===== config.mk =====
export PLATFORM = sky130hd
export DESIGN_NAME = gpio_irq_bank
export DESIGN_NICKNAME = d
export VERILOG_FILES = /design/src/rtl/gpio_irq_pkg.sv /design/src/rtl/gpio_irq_pin_det.sv /design/src/rtl/gpio_irq_port_cfg.sv /design/src/rtl/gpio_irq_bank.sv
export SDC_FILE = /design/constraint.sdc
export NUM_CORES = 1
export LEC_CHECK = 0
export BUFFER_PORTS_ARGS = -buffer_cell sky130_fd_sc_hd__clkbuf_2
export CAP_MARGIN = 20
export CORE_MARGIN = 4
export CORE_UTILIZATION = 54
export DETAILED_ROUTE_END_ITERATION = 16
export GPL_TIMING_DRIVEN = 0
export MAX_ROUTING_LAYER = met4
export PLACE_DENSITY = 0.77
export RECOVER_POWER = 25
export SLEW_MARGIN = 20
export SYNTH_ARGS = -nofsm -noshare
export SYNTH_HDL_FRONTEND = slang
export SYNTH_SLANG_ARGS = --single-unit

===== constraint.sdc =====
create_clock -name clk_i -period 1.6 [get_ports clk_i]
set_input_delay 0.16 -clock clk_i [delete_from_list [all_inputs] [get_ports clk_i]]
set_output_delay 0.16 -clock clk_i [all_outputs]
set_load 0.05 [all_outputs]

===== src/rtl/gpio_irq_pkg.sv =====
package gpio_irq_pkg;

  // Register group selected by address bits [6:4]
  typedef enum logic [2:0] {
    SEL_NONE = 3'd0,
    SEL_STA  = 3'd4,
    SEL_EN   = 3'd5,
    SEL_TRIG = 3'd6,
    SEL_CLR  = 3'd7
  } reg_sel_e;

  // Per-pin trigger mode
  typedef struct packed {
    logic both;     // accept either edge
    logic is_edge;  // edge mode when 1, level mode when 0
    logic pol;      // 1: high level / rising edge
  } trig_t;

  function automatic reg_sel_e sel_of(input logic [2:0] field);
    case (field)
      3'd4:    return SEL_STA;
      3'd5:    return SEL_EN;
      3'd6:    return SEL_TRIG;
      3'd7:    return SEL_CLR;
      default: return SEL_NONE;
    endcase
  endfunction

endpackage


===== src/rtl/gpio_irq_pin_det.sv =====
module gpio_irq_pin_det
  import gpio_irq_pkg::*;
(
  input  logic  clk_i,
  input  logic  rst_i,
  input  logic  pin_now_i,
  input  logic  pin_prev_i,
  input  trig_t trig_i,
  input  logic  clr_i,
  output logic  sta_o
);

  logic rise, fall, evt, active;

  always_comb begin
    rise   = pin_now_i & ~pin_prev_i;
    fall   = ~pin_now_i & pin_prev_i;
    evt    = trig_i.both ? (rise | fall) : (trig_i.pol ? rise : fall);
    active = ~(pin_now_i ^ trig_i.pol);
  end

  // Edge: sticky, a new event beats a clear. Level: tracks the active level.
  always_ff @(posedge clk_i) begin
    if (rst_i)               sta_o <= 1'b0;
    else if (trig_i.is_edge) sta_o <= evt | (sta_o & ~clr_i);
    else                     sta_o <= active;
  end

endmodule


===== src/rtl/gpio_irq_port_cfg.sv =====
module gpio_irq_port_cfg
  import gpio_irq_pkg::*;
#(
  parameter int PINS   = 8,
  parameter int DATA_W = 32
) (
  input  logic                clk_i,
  input  logic                rst_i,
  input  logic                wr_en_i,   // write addressed to this port
  input  reg_sel_e            sel_i,
  input  logic                alias_i,
  input  logic [DATA_W-1:0]   wdata_i,
  output logic [PINS-1:0]     en_o,
  output trig_t [PINS-1:0]    trig_o
);

  logic [PINS-1:0] en_mask;
  logic [PINS-1:0] en_val;

  assign en_mask = wdata_i[2*PINS-1:PINS];
  assign en_val  = wdata_i[PINS-1:0];

  always_ff @(posedge clk_i) begin
    if (rst_i) begin
      en_o <= '0;
    end else if (wr_en_i && sel_i == SEL_EN) begin
      if (alias_i) en_o <= (en_o & ~en_mask) | (en_val & en_mask);
      else         en_o <= en_val;
    end
  end

  for (genvar n = 0; n < PINS; n++) begin : g_trig
    trig_t t_q;
    logic  take;

    assign take = wr_en_i && (sel_i == SEL_TRIG) && (!alias_i || wdata_i[3*PINS+n]);

    always_ff @(posedge clk_i) begin
      if (rst_i) begin
        t_q <= '0;
      end else if (take) begin
        t_q.pol     <= wdata_i[n];
        t_q.is_edge <= wdata_i[PINS+n];
        t_q.both    <= wdata_i[2*PINS+n];
      end
    end

    assign trig_o[n] = t_q;
  end

endmodule


===== src/rtl/gpio_irq_bank.sv =====
module gpio_irq_bank
  import gpio_irq_pkg::*;
#(
  parameter int NPORTS    = 4,
  parameter int PINS      = 8,
  parameter int ADDR_W    = 12,
  parameter int ALIAS_BIT = 11,
  parameter int DATA_W    = 32
) (
  input  logic                      clk_i,
  input  logic                      rst_i,
  input  logic [NPORTS*PINS-1:0]    pin_i,
  input  logic                      wr_en_i,
  input  logic [ADDR_W-1:0]         addr_i,
  input  logic [DATA_W-1:0]         wdata_i,
  output logic [DATA_W-1:0]         rdata_o,
  output logic                      irq_o
);

  localparam int NPINS = NPORTS * PINS;

  logic [NPINS-1:0]  pin_q;
  logic [NPINS-1:0]  sta_vec;
  logic [NPINS-1:0]  en_vec;
  logic [NPINS-1:0]  clr_vec;
  trig_t [NPINS-1:0] trig_vec;

  logic [ADDR_W-1:0] a_base;
  logic              is_alias;
  logic              addr_ok;
  logic [1:0]        port;
  reg_sel_e          sel;
  logic [DATA_W-1:0] rd_d;

  // Address decode: alias bit stripped, port in [3:2], group in [6:4]
  always_comb begin
    a_base            = addr_i;
    a_base[ALIAS_BIT] = 1'b0;
  end

  assign is_alias = addr_i[ALIAS_BIT];
  assign port     = a_base[3:2];
  assign sel      = sel_of(a_base[6:4]);
  assign addr_ok  = (a_base[ADDR_W-1:7] == '0) && (a_base[1:0] == 2'b00)
                    && (int'(port) < NPORTS) && (sel != SEL_NONE);

  // Previous-cycle pin levels for edge detection
  always_ff @(posedge clk_i) pin_q <= pin_i;

  // Write-one-to-clear pulses, plain address only
  always_comb begin
    clr_vec = '0;
    for (int p = 0; p < NPORTS; p++)
      for (int n = 0; n < PINS; n++)
        clr_vec[p*PINS+n] = wr_en_i && addr_ok && !is_alias && (sel == SEL_CLR)
                            && (int'(port) == p) && wdata_i[n];
  end

  for (genvar p = 0; p < NPORTS; p++) begin : g_port
    logic port_wr;
    assign port_wr = wr_en_i && addr_ok && (int'(port) == p);

    gpio_irq_port_cfg #(.PINS(PINS), .DATA_W(DATA_W)) cfg_i (
      .clk_i   (clk_i),
      .rst_i   (rst_i),
      .wr_en_i (port_wr),
      .sel_i   (sel),
      .alias_i (is_alias),
      .wdata_i (wdata_i),
      .en_o    (en_vec[p*PINS +: PINS]),
      .trig_o  (trig_vec[p*PINS +: PINS])
    );
  end

  for (genvar i = 0; i < NPINS; i++) begin : g_pin
    gpio_irq_pin_det det_i (
      .clk_i      (clk_i),
      .rst_i      (rst_i),
      .pin_now_i  (pin_i[i]),
      .pin_prev_i (pin_q[i]),
      .trig_i     (trig_vec[i]),
      .clr_i      (clr_vec[i]),
      .sta_o      (sta_vec[i])
    );
  end

  // Read mux, registered
  always_comb begin
    rd_d = '0;
    if (addr_ok) begin
      for (int n = 0; n < PINS; n++) begin
        case (sel)
          SEL_STA: rd_d[n] = sta_vec[int'(port)*PINS+n];
          SEL_EN:  rd_d[n] = en_vec[int'(port)*PINS+n];
          SEL_TRIG: begin
            rd_d[n]        = trig_vec[int'(port)*PINS+n].pol;
            rd_d[PINS+n]   = trig_vec[int'(port)*PINS+n].is_edge;
            rd_d[2*PINS+n] = trig_vec[int'(port)*PINS+n].both;
          end
          default: ;
        endcase
      end
    end
  end

  always_ff @(posedge clk_i) begin
    if (rst_i) begin
      rdata_o <= '0;
      irq_o   <= 1'b0;
    end else begin
      rdata_o <= rd_d;
      irq_o   <= |(sta_vec & en_vec);
    end
  end

endmodule


==> results of run 1 <==
==> cell usage in the layout (no fill, tap or decap), drive strengths merged, types with 2 or more instances in the layout <==
cell type    netlist  final
clkinv             0      8
ha                64     64
nand3             56     56
dlygate4sd3        0     38
o22ai             24     24
nand2b           148    148
or3                5      5
clkbuf            53    179
nor2               9      9
mux2i            132    132
nor4               7      7
nor2b             13     13
inv               64     65
dfxtp            217    217
mux4              21     21
mux2              32     32
a31oi             32     32
a21oi             31     31
conb               1      8
nand4bb            2      2
buf               32     47
nand4             32     32
xnor2             32     32
o21bai            32     32
bufinv             0      4
o21ai             88     88
a22oi             16     16
nand2             45     45
a211oi             2      2
and3              16     16
diode              0      4
and4               8      8
==> critical path: cells and delay by family <==
| family | cells | cell delay [ps] |
|---|---|---|
| AO/OA/AOI/OAI | 2 | 280 |
| buffers and inverters | 3 | 1600 |
==> area by class of cell <==
cell class / count / area [um^2] / share of cell area
sequential: 217 / 4340 / 0.310
timing repair buffer: 152 / 961 / 0.0686
tap: 275 / 344 / 0.0246
multi-input combinational: 866 / 6820 / 0.487
clock inverter: 13 / 169 / 0.0121
buffer: 80 / 425 / 0.0304
antenna: 4 / 10.0 / 0.000715
inverter: 64 / 240 / 0.0172
clock buffer: 32 / 692 / 0.0494
==> worst max-delay path by stage <==
| stage | from | to | slack [ps] | cells after the start |
|---|---|---|---|---|
| 2_1_floorplan | addr_i[10] | flop | 40 | 4 |
| 3_3_place_gp | addr_i[10] | flop | -1440 | 7 |
| 3_5_place_dp | addr_i[10] | rdata_o[0] | -1210 | 5 |
| 4_1_cts | addr_i[10] | g_pin[16].det_i.sta_o | 3 | 8 |
| 5_1_grt | addr_i[3] | rdata_o[7] | -10 | 8 |
| 6_report | rst_i | g_pin[18].det_i.sta_o | -60 | 5 |
==> metal layers <==
layer | vias to the layer above | wire length (um)
li1 | 4704 | -
met1 | 5025 | 16800
met2 | 726 | 17900
met3 | 178 | 5110
met4 | 0 | 2300
met5 | - | 0
==> stage by stage <==
stage | utilization | power, uW | hold WS, ps
after detailed placement | 0.593 | 6870 | 325
after CTS | 0.659 | 12900 | 0.0759
after global placement | 0.593 | 6840 | 318
final | 0.660 | 13000 | 4.49
after global routing | 0.660 | 13300 | 18.2
after floorplan | - | 6350 | 188
==> kinds of logic after synthesis <==
family	share of synthesized area
AOI/OAI and AO/OA	0.112
xor gates and xnor gates	0.0239
adders and majority gates	0.0682
buffers and inverters	0.0549
DFF	0.370
muxes	0.183
other	0.000319
and+or+nand+nor	0.187
==> synth_stat cells (all sizes together), types with 2 or more instances <==
| master | count | area (um^2) |
|---|---|---|
| dfxtp | 217 | 4340 |
| nand2b | 148 | 926 |
| mux2i | 132 | 1320 |
| o21ai | 88 | 440 |
| ha | 64 | 801 |
| inv | 64 | 240 |
| nand3 | 56 | 280 |
| clkbuf | 53 | 199 |
| nand2 | 45 | 169 |
| a31oi | 32 | 200 |
| buf | 32 | 205 |
| mux2 | 32 | 360 |
| nand4 | 32 | 238 |
| o21bai | 32 | 240 |
| xnor2 | 32 | 280 |
| a21oi | 31 | 155 |
| o22ai | 24 | 150 |
| mux4 | 21 | 473 |
| a22oi | 16 | 120 |
| and3 | 16 | 100 |
| nor2b | 13 | 81.3 |
| nor2 | 9 | 33.8 |
| and4 | 8 | 70.1 |
| nor4 | 7 | 119 |
| or3 | 5 | 31.3 |
| a211oi | 2 | 15.0 |
| nand4bb | 2 | 38.8 |
==> power by group through the flow <==
stage	logic [uW]	clock network (uW)	registers (uW)
final	1310	6080	5570
after CTS	1270	6080	5570
after global routing	1380	6320	5570
after global placement	1150	0	5680
after floorplan	705	0	5650
after detailed placement	1190	0	5680
==> what timing repair did <==
item,4_1_cts,5_1_grt
pin swaps,9,3
cloned,0,0
setup endpoints to repair,152,116
resized for setup,16,22
buffers inserted,18,2
hold endpoints to repair,51,0
hold buffers,38,0
==> flow_metrics.env, run 1 <==
export IMPL_r2r_start="g_pin[0].det_i.sta_o"
export IMPL_p_per_area_nw_per_um2=926
export IMPL_clk_path_buf_depth=3
export IMPL_reg2regPathDepth=4
export IMPL_io_buffers=94
export IMPL_cp_arrival_ps=2050
export IMPL_cts_buffers=25
export IMPL_wl_per_cell_um=24.7
export IMPL_gp_congestion=1.07
export IMPL_cp_slowest_stage_delay_ps=810
export IMPL_min_from="wdata_i[19]"
export IMPL_critPathLaunchType="input port"
export IMPL_final_nets=1549
export IMPL_totalNegativeSetupSlack_ps=-381
export IMPL_yosysSeqAreaShare=0.370
export IMPL_start_util=0.553
export IMPL_period_share=1.04
export IMPL_hold_depth=3
export IMPL_crit_required_ps=1990
export IMPL_grt_pass1_vias=10300
export IMPL_avgSynthCellArea_um2=9.59
export IMPL_min_to="g_port[2].cfg_i.trig_o[11]"
export IMPL_synth_edf_count=0
export IMPL_cts_sinks=217
export IMPL_cts_tree="done"
export IMPL_gr_total_overflow=0
export IMPL_power_leakage_uw=0.00609
export IMPL_vias=10600
export IMPL_drc=0
export IMPL_via_per_inst=6.24
export IMPL_gr_usage_met2=0.502
export IMPL_busiest_layer="met2"
export IMPL_core_area_um2=21200
export IMPL_path_class="in -> reg"
export IMPL_finalCriticalPeriod_ps=1660
export IMPL_totalWireLength_um=42100
export IMPL_rrSetupSlack_ps=90
export IMPL_async_flop_share=0
export IMPL_fin_ws_ps=-57.3
export IMPL_placedCellCount=1601
export IMPL_fp_dieW_um=155
export IMPL_die_h_um=155
export IMPL_synth_flop_cell="dfxtp_1"
export IMPL_maxSlewHeadroom=0.337
export IMPL_syn_to_final_growth_pct=19.2
export IMPL_finalClockSkew_ps=11.5
export IMPL_use_met1=0.453
export IMPL_pin_count=112
export IMPL_worstPathMaxFanout=10
export IMPL_worst_pin_slew_ps=994
export IMPL_hold_viol_final=0
export IMPL_ys_types=45
export IMPL_ys_seq_elements=217
export IMPL_fillers=1729
export IMPL_grt_max_degree=17
export IMPL_grt_first_pass_wirelength_um=62300
export IMPL_drtIter0Drc=1138
export IMPL_row_count=53
export IMPL_timing_fmax_mhz=603
export IMPL_cpMaxStageDelayCell="buf_1"
export IMPL_antenna_found_initial=3
export IMPL_ir_drop_mv=0.725
export IMPL_pwr_share_comb=0.101
export IMPL_end_kind="flop"
export IMPL_setup_viol=11
export IMPL_instances_no_fill=1703
export IMPL_synth_area_um2=11700
export IMPL_switching_share=0.254
export IMPL_p_int_uw=9670
export IMPL_crit_chain="clkbuf_2, clkbuf_1, buf_1, o21bai_1, a31oi_1"
export IMPL_grt_usage=0.350
export IMPL_htreeDepth=1
export IMPL_placed_cell_area_um2=12600
export IMPL_insertion_delay_ps=530
export IMPL_finalInstanceArea_um2=14000
export IMPL_dpl_hpwl_um=28600
export IMPL_drv_slew=0
export IMPL_drive_gt1_frac=0.172
export IMPL_dieArea_um2=24200
export IMPL_rsz0062_at_grt="true"
export IMPL_violations="negative setup slack"
export IMPL_worstHoldPathType="in -> reg"
export IMPL_path_clk_slew_ps=60
export IMPL_yosysWarnings=0
export IMPL_status="finished with violations"
export IMPL_power_frac_seq=0.430
export IMPL_r2r_end="rdata_o[0]"
export IMPL_cts_root_buf="clkbuf_16"
export IMPL_switchingPower_uw=3290
export IMPL_post_place_ws_ps=-1210
export IMPL_syn_inst=1225
export IMPL_dr_pass1_iters=6
export IMPL_maxCapViolCount=0
export IMPL_grt_use_met3=0.109
export IMPL_clkPwrFrac=0.469
export IMPL_postRouteAntennaNets=0
No activity file was read; power rests on OpenSTA's default activity.
==> inputs of run 2 (changes only) <==
- CORE_MARGIN: 4 -> default
- CORE_UTILIZATION: 54 -> 60
- CTS_CLUSTER_DIAMETER: default -> 40
- PLACE_DENSITY: 0.77 -> 0.81
- clock period: 1.6 -> 1.8 ns (I/O delays scaled with it)
==> run 2 against run 1 <==
Effect of this change: the run still ends with negative setup slack left; non-clock buffer count down 9; worst hold slack worse by 3.4 ps; via count up 0.51%; clock power about the same; critical endpoint is now rdata_o[4]; largest cell class unchanged.
==> flow_metrics.env, run 2 (same netlist as run 1, synthesis figures left out) <==
export IMPL_status="finished with violations"
export IMPL_violations="negative setup slack"
export IMPL_r2r_end="rdata_o[0]"
export IMPL_gr_total_overflow=0
export IMPL_postRouteAntennaNets=0
export IMPL_fin_ws_ps=-28.1
export IMPL_final_util=0.738
export IMPL_htreeDepth=1
export IMPL_cpMaxStageDelayCell="and3b_1"
export IMPL_cts_sinks=217
export IMPL_cp_arrival_ps=2290
export IMPL_cts_buffers=30
export IMPL_crit_cells=6
export IMPL_placed_cell_area_um2=12600
export IMPL_crit_start="addr_i[5]"
export IMPL_via_per_inst=6.34
export IMPL_drv_slew=0
export IMPL_crit_family="buffers and inverters"
export IMPL_grt_pass1_vias=10400
export IMPL_core_area_um2=19000
export IMPL_fillers=1389
export IMPL_antenna_found_initial=1
export IMPL_row_count=50
export IMPL_maxSlewHeadroom=0.350
export IMPL_totalNegativeSetupSlack_ps=-161
export IMPL_cts_root_buf="clkbuf_16"
export IMPL_crit_top_cell="clkbuf_2"
export IMPL_r2r_start="g_pin[0].det_i.sta_o"
export IMPL_syn_to_final_growth_pct=19.1
export IMPL_critPathLaunchType="input port"
export IMPL_fp_dieW_um=142
export IMPL_totalWireLength_um=41300
export IMPL_worstPathMaxFanout=11
export IMPL_finalClockSkew_ps=15.2
export IMPL_crit_required_ps=2260
export IMPL_maxCapViolCount=0
export IMPL_setup_viol=13
export IMPL_ir_drop_mv=0.724
export IMPL_period_share=1.02
export IMPL_crit_chain="clkbuf_2, clkbuf_1, and3b_1, clkbuf_2, nand2_1, a21oi_1"
export IMPL_dr_pass1_iters=6
export IMPL_cp_slowest_stage_delay_ps=800
export IMPL_layout_commonest_cell="dfxtp_1"
export IMPL_path_class="in -> reg"
export IMPL_end_kind="flop"
export IMPL_rsz0062_at_grt="false"
export IMPL_timing_fmax_mhz=547
export IMPL_worst_pin_slew_ps=975
export IMPL_drtIter0Drc=1133
export IMPL_finalInstanceArea_um2=14000
export IMPL_worstHoldPathType="in -> reg"
export IMPL_finalCriticalPeriod_ps=1830
export IMPL_wl_per_cell_um=24.5
export IMPL_cts_tree="done"
export IMPL_drive_gt1_frac=0.146
export IMPL_gp_congestion=1.04
export IMPL_hold_depth=3
export IMPL_drc=0
export IMPL_grt_max_degree=15
export IMPL_hold_viol_final=0
export IMPL_dpl_hpwl_um=27600
export IMPL_dieArea_um2=20100
export IMPL_die_h_um=142
export IMPL_path_buf_inv=3
export IMPL_insertion_delay_ps=550
export IMPL_io_buffers=94
export IMPL_pin_count=112
export IMPL_clk_path_buf_depth=3
export IMPL_power_leakage_uw=0.00597
export IMPL_rrSetupSlack_ps=440
export IMPL_path_clk_slew_ps=60
export IMPL_p_per_area_nw_per_um2=873
export IMPL_grt_usage=0.428
export IMPL_reg2regPathDepth=4
export IMPL_grt_first_pass_wirelength_um=61400
export IMPL_crit_end="rdata_o[4]"
export IMPL_vias=10700
export IMPL_final_nets=1545
export IMPL_most_common_layout_cells="dfxtp_1 (217), nand2b_1 (148), mux2i_1 (132)"
export IMPL_start_util=0.620
export IMPL_total_power_uw=12200
-- run 2: cell types whose count changed in the layout (fill, tap and decap cells not counted), moves of 3 or more --
cell        before  now
clkbuf_1        69  104
clkbuf_2        75   49
buf_4           34   18
buf_2            9   15
clkbuf_16       25   31
clkinv_2         8    3
clkinvlp_4       0    5
clkbuf_4         6    2
clkbuf_8         4    1
diode_2          4    1
inv_6            1    4
-- run 2: report_power, final --
group          internal (uW)  switching, uW
Clock                   3780           2330
Sequential              4880           73.1
Combinational            429            722
Total                   9090           3120
-- run 2: repair_timing --
action                     in CTS  in global routing
buffers inserted                7                  0
setup endpoints to repair     130                 40
hold buffers                   38                  0
gates resized for setup        11                 12
hold endpoints to repair       52                  0
pin swaps                       4                  0
-- run 2: worst min path at each step --
stage / start / slack, ps / endpoint
after CTS: wdata_i[18] / 2 / g_port[1].cfg_i.trig_o[8]
after global routing: wdata_i[18] / 20 / g_port[3].cfg_i.trig_o[8]
final: wdata_i[18] / 1 / g_port[1].cfg_i.trig_o[8]
after detailed placement: pin_i[3] / 340 / pin_q[3]
after global placement: pin_i[10] / 340 / pin_q[10]
after floorplan: pin_i[0] / 210 / pin_q[0]
-- run 2: metrics by stage --
step,hold slack (ps),instances,worst slack (ps)
2_1_floorplan,208,1232,220
3_3_place_gp,340,1586,-1090
3_5_place_dp,344,1586,-1030
4_1_cts,2.37,1685,36.6
5_1_grt,17.7,1686,4.09
6_report,1.10,1686,-28.1
-- run 2: area by class of cell --
class	instances	area (um^2)	share of cell area
Tap cell	260	325	0.0233
Clock inverter	17	216	0.0155
Inverter	64	240	0.0172
Timing Repair Buffer	139	832	0.0595
Buffer	84	420	0.0301
Sequential cell	217	4340	0.311
Clock buffer	38	812	0.0581
Antenna cell	1	2.50	0.000179
Multi-Input combinational cell	866	6790	0.486
-- run 2: layer usage --
layer  track usage  share of wire  vias up
met2         0.660           0.44      727
met5             -              0        -
met4         0.242          0.059        0
li1              -              -     4695
met3         0.123           0.12      182
met1         0.501           0.38     5083
-- run 2: tightest hold or removal path: stages --
cell	delay, ps
clkbuf_2	90
nand2b_1	140
mux2i_1	90
==> inputs of run 3 (changes only) <==
- ABC_AREA: default -> 1
==> run 3 against run 2 <==
Effect of this change: the run now ends clean; final cell count grew 30%; utilization grew 0.51 points; sequential cell count unchanged; maximum frequency is 4.4% higher; setup slack gained 77 ps; synthesized cell count grew 41%; die area is 0.49% higher; largest cell class unchanged; critical path type unchanged.
==> flow_metrics.env, run 3 <==
export IMPL_final_nets=2054
export IMPL_worstHoldPathType="in -> reg"
export IMPL_status="finished clean"
export IMPL_insertion_delay_ps=510
export IMPL_rrSetupSlack_ps=360
export IMPL_dr_pass1_iters=7
export IMPL_switching_share=0.264
export IMPL_core_area_um2=19000
export IMPL_htreeDepth=2
export IMPL_ys_seq_elements=217
export IMPL_clk_path_buf_depth=3
export IMPL_fp_dieW_um=142
export IMPL_cts_sinks=217
export IMPL_cts_tree="done"
export IMPL_vias=13300
export IMPL_cts_buffers=34
export IMPL_final_util=0.743
export IMPL_post_place_ws_ps=-853
export IMPL_postRouteAntennaNets=0
export IMPL_p_per_area_nw_per_um2=922
export IMPL_power_leakage_uw=0.00618
export IMPL_finalCriticalPeriod_ps=1750
export IMPL_clkPwrFrac=0.531
export IMPL_yosys_area_top_type_share=0.368
export IMPL_rsz0062_at_grt="false"
export IMPL_die_h_um=142
export IMPL_crit_required_ps=2220
export IMPL_io_buffers=103
export IMPL_drc=0
export IMPL_ir_drop_mv=1.10
export IMPL_switchingPower_uw=3440
export IMPL_drv_slew=0
export IMPL_fin_ws_ps=49.4
export IMPL_finalClockSkew_ps=12.0
export IMPL_antenna_found_initial=1
export IMPL_cts_root_buf="clkbuf_16"
export IMPL_synth_flop_cell="dfxtp_1"
export IMPL_totalWireLength_um=45000
export IMPL_path_class="in -> reg"
export IMPL_most_common_layout_cells="nor2_1 (384), inv_1 (247), nand2_1 (226)"
export IMPL_syn_to_final_growth_pct=19.7
export IMPL_grt_pass1_vias=12200
export IMPL_synth_top_area_cell="dfxtp_1"
export IMPL_ys_types=27
export IMPL_wl_per_cell_um=20.5
export IMPL_critPathLaunchType="input port"
export IMPL_worst_pin_slew_ps=1190
export IMPL_synth_top_cells_by_area="dfxtp_1 (37%), nor2_1 (12%), nand4_1 (8.5%)"
export IMPL_grt_first_pass_wirelength_um=67200
export IMPL_dpl_hpwl_um=31100
export IMPL_hold_viol_final=0
export IMPL_syn_inst=1731
export IMPL_yosysSeqAreaShare=0.368
export IMPL_synthTopCellsByCount="nor2_1 (384), inv_1 (247), nand2_1 (226)"
export IMPL_grt_usage=0.460
export IMPL_pin_count=112
export IMPL_pwr_share_comb=0.090
export IMPL_layout_commonest_cell="nor2_1"
export IMPL_end_kind="flop"
export IMPL_dieArea_um2=20200
export IMPL_gp_congestion=1.05
export IMPL_period_share=0.973
export IMPL_timing_fmax_mhz=571
export IMPL_worstPathMaxFanout=10
export IMPL_via_per_inst=6.04
export IMPL_synth_edf_count=0
export IMPL_drive_gt1_frac=0.0857
export IMPL_p_int_uw=9580
export IMPL_power_frac_seq=0.379
export IMPL_row_count=50
export IMPL_maxSlewHeadroom=0.206
export IMPL_cp_arrival_ps=2170
export IMPL_setup_viol=0
export IMPL_synth_area_um2=11800
export IMPL_async_flop_share=0
export IMPL_avgSynthCellArea_um2=6.82
export IMPL_yosysMostFrequentCell="nor2_1"
export IMPL_grt_max_degree=13
export IMPL_gr_total_overflow=0
export IMPL_yosysWarnings=0
export IMPL_path_clk_slew_ps=60
export IMPL_start_util=0.621
export IMPL_maxCapViolCount=0
export IMPL_drtIter0Drc=1853
## run 3: cell types whose count changed after synthesis, sizes merged, moves of 42 or more
cell	previous run	this run
inv	64	248
mux2i	132	0
nand2	45	230
nand2b	148	0
nand3	56	14
nand4	32	161
nor2	9	389
## run 3: timing repair
| item | CTS | global route |
|---|---|---|
| endpoints found under the setup margin | 10 | 9 |
| buffers inserted | 1 | 0 |
| resized for setup | 0 | 4 |
| pin swaps | 1 | 0 |
| hold buffers | 33 | 0 |
| hold endpoints to repair | 33 | 0 |
## run 3: final timing paths
path | from | endpoint | depth (start not counted)
setup / recovery | addr_i[2] | rdata_o[19] | 8
hold / removal | wdata_i[4] | g_pin[28].det_i.sta_o | 4
setup reg to reg | g_port[1].cfg_i.trig_o[15] | rdata_o[5] | 6
hold reg to reg | g_pin[3].det_i.sta_o | g_pin[3].det_i.sta_o | 2
## run 3: layer usage
layer  track usage  up-vias  part of all wire  wire length, um
li1              -     6038                 -                -
met1         0.581     5923              0.37            16700
met2         0.653     1037              0.40            18100
met3         0.127      277              0.16             7110
met4         0.278        0             0.069             3130
met5             -        -                 0                0
## run 3: metrics by stage
step	instances	area [um^2]	power (uW)	TNS [ps]	hold slack [ps]
after detailed placement	2101	12700	6080	-36440	346
final	2197	14100	13000	0	72.5
after global placement	2101	12700	6060	-32410	342
after CTS	2196	14200	12900	0	67.5
after floorplan	1738	11800	5620	0	208
after global routing	2197	14100	13200	0	105
## run 3: power groups by stage
stage,registers (uW),logic (uW),clock network (uW)
CTS,4930,1110,6860
detailed placement,5030,1050,0
global route,4940,1240,7070
floorplan,5020,600,0
global placement,5030,1030,0
finish,4930,1180,6910
## run 3: layout make-up
| cell class | instances | area, um^2 |
|---|---|---|
| inverters | 249 | 935 |
| clock inverters | 21 | 274 |
| fillers | 1604 | 4890 |
| repair buffers | 137 | 782 |
| plain buffers | 93 | 429 |
| flip-flops and latches | 217 | 4340 |
| diodes | 1 | 2.50 |
| clock buffers | 40 | 905 |
| well taps | 260 | 325 |
| multi-input cells | 1179 | 6130 |
## run 3: cell families (layout without fill, tap and decap cells)
kind of cell | count (synthesis) | count (layout) | share of synthesized area
AO/OA/AOI/OAI | 278 | 278 | 0.132
XOR/XNOR | 32 | 32 | 0.0237
adder cells (fa/ha/maj) | 64 | 64 | 0.0678
buffers and inverters | 342 | 540 | 0.115
flip-flops | 217 | 217 | 0.368
other | 1 | 9 | 0.000318
AND/OR/NAND/NOR | 797 | 797 | 0.292
## run 3: critical path: stages
cell	delay, ps
clkbuf_2	120
inv_1	60
nand2_1	130
inv_1	100
buf_2	330
clkbuf_1	830
nand2_1	150
a31oi_1	270
